### config.mk
export PLATFORM = sky130hd
export DESIGN_NAME = ipi_store_seq
export DESIGN_NICKNAME = d
export VERILOG_FILES = /design/src/rtl/ipi_pkg.sv /design/src/rtl/ipi_rst_sync.sv /design/src/rtl/ipi_ctrl.sv /design/src/rtl/ipi_datapath.sv /design/src/rtl/ipi_ram_port.sv /design/src/rtl/ipi_store_seq.sv
export SDC_FILE = /design/constraint.sdc
export NUM_CORES = 1
export LEC_CHECK = 0
export BUFFER_PORTS_ARGS = -buffer_cell sky130_fd_sc_hd__buf_2
export CORE_AREA = 5 5 64 66
export DETAILED_ROUTE_END_ITERATION = 8
export DIE_AREA = 0 0 69 71
export GPL_ROUTABILITY_DRIVEN = 0
export PLACE_DENSITY = 0.69
export SLEW_MARGIN = 40
export SYNTH_ARGS = -nofsm -noshare
export SYNTH_HDL_FRONTEND = slang
export SYNTH_SLANG_ARGS = --single-unit
### constraint.sdc
create_clock -name clk -period 5.49 [get_ports clk]
set_clock_uncertainty 0.2 [all_clocks]
set_input_delay 1.3725 -clock clk [delete_from_list [all_inputs] [get_ports clk]]
set_output_delay 1.3725 -clock clk [all_outputs]
set_load 0.02 [all_outputs]
### src/rtl/ipi_pkg.sv
package ipi_pkg;
  localparam int unsigned BYTE_W = 8;
  localparam logic [BYTE_W-1:0] OPC_PTR_STORE = 8'h3F;

  typedef enum logic [2:0] {
    SEQ_IDLE  = 3'd0,
    SEQ_READ  = 3'd1,
    SEQ_CAPT  = 3'd2,
    SEQ_STORE = 3'd3,
    SEQ_WBACK = 3'd4
  } seq_state_e;
endpackage

### src/rtl/ipi_rst_sync.sv
module ipi_rst_sync #(
  parameter int unsigned STAGES = 2
) (
  input  logic clk,
  input  logic rst_async_n,
  output logic rst_sync_n
);
  logic [STAGES-1:0] chain_q;

  always_ff @(posedge clk or negedge rst_async_n) begin
    if (!rst_async_n) chain_q <= '0;
    else              chain_q <= {chain_q[STAGES-2:0], 1'b1};
  end

  assign rst_sync_n = chain_q[STAGES-1];
endmodule

### src/rtl/ipi_ctrl.sv
module ipi_ctrl
  import ipi_pkg::*;
#(
  parameter int unsigned OPC_W = BYTE_W
) (
  input  logic             clk,
  input  logic             rst_n,
  input  logic             start_i,
  input  logic [OPC_W-1:0] opcode_i,
  output seq_state_e       state_o,
  output logic             accept_o,
  output logic             busy_o,
  output logic             done_o
);
  seq_state_e state_q, state_d;

  assign accept_o = start_i && (state_q == SEQ_IDLE) && (opcode_i == OPC_PTR_STORE);

  always_comb begin
    state_d = state_q;
    unique case (state_q)
      SEQ_IDLE:  if (accept_o) state_d = SEQ_READ;
      SEQ_READ:  state_d = SEQ_CAPT;
      SEQ_CAPT:  state_d = SEQ_STORE;
      SEQ_STORE: state_d = SEQ_WBACK;
      SEQ_WBACK: state_d = SEQ_IDLE;
      default:   state_d = SEQ_IDLE;
    endcase
  end

  always_ff @(posedge clk or negedge rst_n) begin
    if (!rst_n) state_q <= SEQ_IDLE;
    else        state_q <= state_d;
  end

  assign state_o = state_q;
  assign busy_o  = (state_q != SEQ_IDLE);
  assign done_o  = (state_q == SEQ_WBACK);

  AST_DONE_ONE_CYCLE: assert property (@(posedge clk) disable iff (!rst_n)
    done_o |=> !done_o);
  AST_DONE_ENDS_BUSY: assert property (@(posedge clk) disable iff (!rst_n)
    done_o |=> !busy_o);
  AST_BUSY_IGNORES_START: assert property (@(posedge clk) disable iff (!rst_n)
    (busy_o && !done_o) |=> busy_o);
  AST_FOREIGN_OPC: assert property (@(posedge clk) disable iff (!rst_n)
    (!busy_o && start_i && opcode_i != OPC_PTR_STORE) |=> !busy_o);
endmodule

### src/rtl/ipi_datapath.sv
module ipi_datapath
  import ipi_pkg::*;
#(
  parameter int unsigned W = BYTE_W
) (
  input  logic         clk,
  input  logic         rst_n,
  input  seq_state_e   state_i,
  input  logic         accept_i,
  input  logic [W-1:0] operand_i,
  input  logic [W-1:0] acc_i,
  input  logic [W-1:0] rdata_i,
  output logic [W-1:0] acc_o,
  output logic [W-1:0] opd_o,
  output logic [W-1:0] ptr_o,
  output logic [W-1:0] ptr_inc_o
);
  logic [W-1:0] acc_q, acc_d;
  logic [W-1:0] opd_q, opd_d;
  logic [W-1:0] ptr_q, ptr_d;
  logic         ptr_en;

  assign ptr_en = (state_i == SEQ_CAPT);

  always_comb begin
    acc_d = acc_q;
    opd_d = opd_q;
    ptr_d = ptr_q;
    if (accept_i) begin
      acc_d = acc_i;
      opd_d = operand_i;
    end
    if (ptr_en) ptr_d = rdata_i;
  end

  always_ff @(posedge clk or negedge rst_n) begin
    if (!rst_n) begin
      acc_q <= '0;
      opd_q <= '0;
      ptr_q <= '0;
    end else begin
      acc_q <= acc_d;
      opd_q <= opd_d;
      ptr_q <= ptr_d;
    end
  end

  // Increment truncates to W bits, so the all-ones pointer wraps to zero.
  assign ptr_inc_o = W'(ptr_q + 1'b1);
  assign acc_o     = acc_q;
  assign opd_o     = opd_q;
  assign ptr_o     = ptr_q;

  AST_ACC_HELD: assert property (@(posedge clk) disable iff (!rst_n)
    (state_i != SEQ_IDLE && state_i != SEQ_READ) |-> $stable(acc_q));
  AST_OPD_HELD: assert property (@(posedge clk) disable iff (!rst_n)
    (state_i != SEQ_IDLE && state_i != SEQ_READ) |-> $stable(opd_q));
endmodule

### src/rtl/ipi_ram_port.sv
module ipi_ram_port
  import ipi_pkg::*;
#(
  parameter int unsigned W = BYTE_W
) (
  input  seq_state_e   state_i,
  input  logic [W-1:0] acc_i,
  input  logic [W-1:0] opd_i,
  input  logic [W-1:0] ptr_i,
  input  logic [W-1:0] ptr_inc_i,
  output logic [W-1:0] addr_o,
  output logic [W-1:0] wdata_o,
  output logic         we_o
);
  always_comb begin
    addr_o  = opd_i;
    wdata_o = '0;
    we_o    = 1'b0;
    unique case (state_i)
      SEQ_STORE: begin
        addr_o  = ptr_i;
        wdata_o = acc_i;
        we_o    = 1'b1;
      end
      SEQ_WBACK: begin
        addr_o  = opd_i;
        wdata_o = ptr_inc_i;
        we_o    = 1'b1;
      end
      default: begin
        addr_o  = opd_i;
        wdata_o = '0;
        we_o    = 1'b0;
      end
    endcase
  end
endmodule

### src/rtl/ipi_store_seq.sv
module ipi_store_seq
  import ipi_pkg::*;
#(
  parameter int unsigned W = BYTE_W
) (
  input  logic         clk,
  input  logic         rst_n,
  input  logic         start_i,
  input  logic [7:0]   opcode_i,
  input  logic [W-1:0] operand_i,
  input  logic [W-1:0] acc_i,
  output logic [W-1:0] ram_addr_o,
  output logic [W-1:0] ram_wdata_o,
  output logic         ram_we_o,
  input  logic [W-1:0] ram_rdata_i,
  output logic         busy_o,
  output logic         done_o
);
  logic         rst_int_n;
  seq_state_e   state;
  logic         accept;
  logic [W-1:0] acc_q, opd_q, ptr_q, ptr_inc;

  ipi_rst_sync #(.STAGES(2)) u_rst (
    .clk         (clk),
    .rst_async_n (rst_n),
    .rst_sync_n  (rst_int_n)
  );

  ipi_ctrl #(.OPC_W(8)) u_ctrl (
    .clk      (clk),
    .rst_n    (rst_int_n),
    .start_i  (start_i),
    .opcode_i (opcode_i),
    .state_o  (state),
    .accept_o (accept),
    .busy_o   (busy_o),
    .done_o   (done_o)
  );

  ipi_datapath #(.W(W)) u_dp (
    .clk       (clk),
    .rst_n     (rst_int_n),
    .state_i   (state),
    .accept_i  (accept),
    .operand_i (operand_i),
    .acc_i     (acc_i),
    .rdata_i   (ram_rdata_i),
    .acc_o     (acc_q),
    .opd_o     (opd_q),
    .ptr_o     (ptr_q),
    .ptr_inc_o (ptr_inc)
  );

  ipi_ram_port #(.W(W)) u_port (
    .state_i   (state),
    .acc_i     (acc_q),
    .opd_i     (opd_q),
    .ptr_i     (ptr_q),
    .ptr_inc_i (ptr_inc),
    .addr_o    (ram_addr_o),
    .wdata_o   (ram_wdata_o),
    .we_o      (ram_we_o)
  );

  AST_IDLE_AFTER_RESET: assert property (@(posedge clk)
    !rst_int_n |=> !busy_o);
  AST_WE_ONLY_BUSY: assert property (@(posedge clk) disable iff (!rst_int_n)
    ram_we_o |-> busy_o);
  AST_READ_ADDR: assert property (@(posedge clk) disable iff (!rst_int_n)
    $rose(busy_o) |-> (!ram_we_o && ram_addr_o == $past(operand_i)));
  AST_STORE_ADDR: assert property (@(posedge clk) disable iff (!rst_int_n)
    (ram_we_o && !done_o) |-> (ram_addr_o == $past(ram_rdata_i)));
  AST_WBACK_DATA: assert property (@(posedge clk) disable iff (!rst_int_n)
    done_o |-> (ram_we_o && ram_wdata_o == W'($past(ram_rdata_i, 2) + 1'b1)));
endmodule

==> metrics.yaml <==
status: "finished clean"
core-area_mm2: 0.00352
avgSynthCellArea_um2: 11.1
final_area_mm2: 0.00177
dieArea_mm2: 0.00490
clkTransAtPathRegs_ns: 0.09
ys_seq_area_share_pct: 51.7
total_leakage_power_uw: 0.000941
area.growth.synth_to_final_pct: 26.4
clock_latency_ns: 0.32
arrival_ns: 2.15
fin_tns_setup_ns: 0
worstSetupStartpointType: "flop"
wl_per_cell_um: 14.1
clock_power_share_pct: 18.3
synth_top_family_by_area: "simple AND/OR/NAND/NOR gates"
ant_nets: 0
synth_fa_ha_area_share_pct: 0.891
max_slew.worst_pin.slew_ns: 0.632
synth.area.top_cells: "dfrtp_1 (52%), mux2_2 (19%), nand2_1 (9.1%)"
seqPwrFrac_pct: 45.3
critPathMaxStageDelay_ns: 0.48
synthArstFlopShare_pct: 100
postCtsSetupBuffers: 0
floorplan.io_pins: 54
start_util_pct: 39.8
synth_area_mm2: 0.00140
dr.pass1.iters: 4
timing.final.crit_share_pct: 67.9
htree_levels: 2
antenna_found_initial: 0
dp_hpwl_um: 2560
rows: 22
grt.total_usage_pct: 14.7
placed_area_mm2: 0.00172
final_nets: 220
clockBufferDepth: 2
crit_path_cell_trace: "nand3b_1 -> clkinv_1 -> a22o_1 -> buf_2"
ir_drop_mv: 0.213
grt.overflow.total: 0
synthDistinctLibCells: 24
vias: 1153
p_sw_uw: 278
met2WireLength_um: 1460
tritoncts: "yes"
yosys_most_used_dff: "dfrtp_1"
grt_pass1_vias: 1219
path_buf_inv: 2
path_class: "reg -> out"
postRouteWirelength_um: 3280
fp.dieW_um: 69
switching_share_pct: 38.5
synth-simple-area-share_pct: 19.6
rsz0062_at_grt: "false"
cp_data_required_time_ns: 3.92
cp_slowest_cell: "clkinv_1"
grt_max_degree: 28
final_hold_viol_count: 0
cts_buffers: 5
synth-seq-cells: 29
path_max_fanout: 17
synth_edf_count: 0
synth_warnings: 0
synth_xor_area_share_pct: 2.50
synth_common_cells: "nand2_1 (34), dfrtp_1 (29), mux2_2 (24)"
synthCells: 127
syn_nets: 163
synth_most_common_cell: "nand2_1"
slew-limit-headroom_pct: 57.7
finalMaxSlewViolations: 0
port_buffers: 53
fmax_mhz: 268
n_antenna_cell: 0
crit_family: "buffers and inverters"
netlist.area_leader.share_pct: 51.7
vias_per_cell: 4.95
synth.area.mux_share_pct: 19.3
top_layer: "met4"
cts-root-buf: "clkbuf_4"
drive_above_1_share_pct: 48.6
fill_cells: 369
die_h_um: 71
finalNonFillerCells: 233
synth-compound-area-share_pct: 3.65
grt_pass1_wl_um: 5710
clkSinkCount: 29
drc_errors: 0
p_per_area_mw_per_mm2: 407
dp_cells: 225
hold_class: "reg -> async"
yosys.area.top_type: "dfrtp_1"
wl_met3_um: 324
post_cts_resized: 0
fin_crit_ns: 3.73
drt_iter0_markers: 64
setup_viol: 0
p_int_uw: 444
wl_met1_um: 1480
ctsHoldBuffers: 0
maxCapViolations: 0
combPwrFrac_pct: 36.5
endpoint_kind: "output port"
-- cell families after synthesis --
| family | after synthesis |
|---|---|
| and+or+nand+nor | 54 |
| adders and majority gates | 1 |
| AOI/OAI and AO/OA | 8 |
| other | 1 |
| muxes | 24 |
| DFF | 29 |
| xor gates and xnor gates | 4 |
| buffers and inverters | 6 |
-- layout make-up --
type / instances / area [µm²] / area share, %
clock buffer: 8 / 58.8 / 3.31
inverter: 2 / 7.51 / 0.423
multi-input combinational: 92 / 648 / 36.5
sequential: 29 / 727 / 41.0
tap: 48 / 60.1 / 3.39
timing repair buffer: 54 / 273 / 15.4
-- layer usage --
layer  global-route usage (%)  vias up
met4                     5.21        0
li1                         -      549
met1                     18.9      537
met2                     21.9       65
met5                        0        -
met3                     6.68        2
-- power by group through the flow --
stage          clock (µW)  sequential, µW  combinational, µW
2_1_floorplan           0             306                206
3_3_place_gp            0             329                258
3_5_place_dp            0             332                264
4_1_cts               138             327                265
5_1_grt               148             338                291
6_report              132             327                263
-- registers in the layout, indices dropped and copies added, names as in the netlist --
| name | flops |
|---|---|
| u_rst.chain_q | 2 |
| u_dp.ptr_o | 8 |
| u_dp.acc_o | 8 |
| u_dp.opd_o | 8 |
| u_ctrl.state_o | 3 |
-- worst register-to-register path: cells and delay by family, from the launching register on --
| family | cells | cell delay [ns] |
|---|---|---|
| DFF | 1 | 0.44 |
| and+or+nand+nor | 2 | 1.01 |
| muxes | 1 | 0.36 |
| buffers and inverters | 1 | 0.30 |
-- path summary, 6_finish.rpt --
| check | from | end | slack (ns) | depth (start not counted) |
|---|---|---|---|---|
| setup / recovery | u_ctrl.state_o[1] | ram_wdata_o[1] | 1.76 | 4 |
| max in group asynchronous | rst_n | u_rst.chain_q[1] | 4.37 | 1 |
| setup reg to reg | u_ctrl.state_o[0] | u_dp.opd_o[1] | 3.06 | 4 |
| min in group clk | u_rst.chain_q[0] | u_rst.chain_q[1] | 0.16 | 0 |
| hold reg to reg | u_rst.chain_q[1] | u_dp.opd_o[6] | 0.07 | 0 |
| hold / removal | u_rst.chain_q[1] | u_dp.opd_o[6] | 0.07 | 0 |
-- placed cells by master, fill, tap and decap left out, types with 2 or more instances in the layout --
| cell | instances |
|---|---|
| or2_2 | 2 |
| clkbuf_1 | 2 |
| xor2_1 | 2 |
| or4_1 | 3 |
| clkbuf_4 | 5 |
| nand2_1 | 34 |
| mux2_2 | 24 |
| buf_2 | 53 |
| dfrtp_1 | 28 |
| nand4_1 | 2 |
| o21ai_0 | 4 |
| o211ai_1 | 3 |
| nand3_1 | 7 |
| xnor2_1 | 2 |
-- through the flow --
step                      utilization, %  power, µW  hold slack [ns]  setup WS (ns)
after floorplan                        -        512            0.131           2.28
after global placement              48.4        586            0.140           2.08
after detailed placement            48.7        595           0.0842           2.13
after CTS                           50.4        730           0.0933           1.78
after global routing                50.4        777            0.133           1.63
final                               50.4        722           0.0702           1.76
No activity file was read; power rests on OpenSTA's default activity.
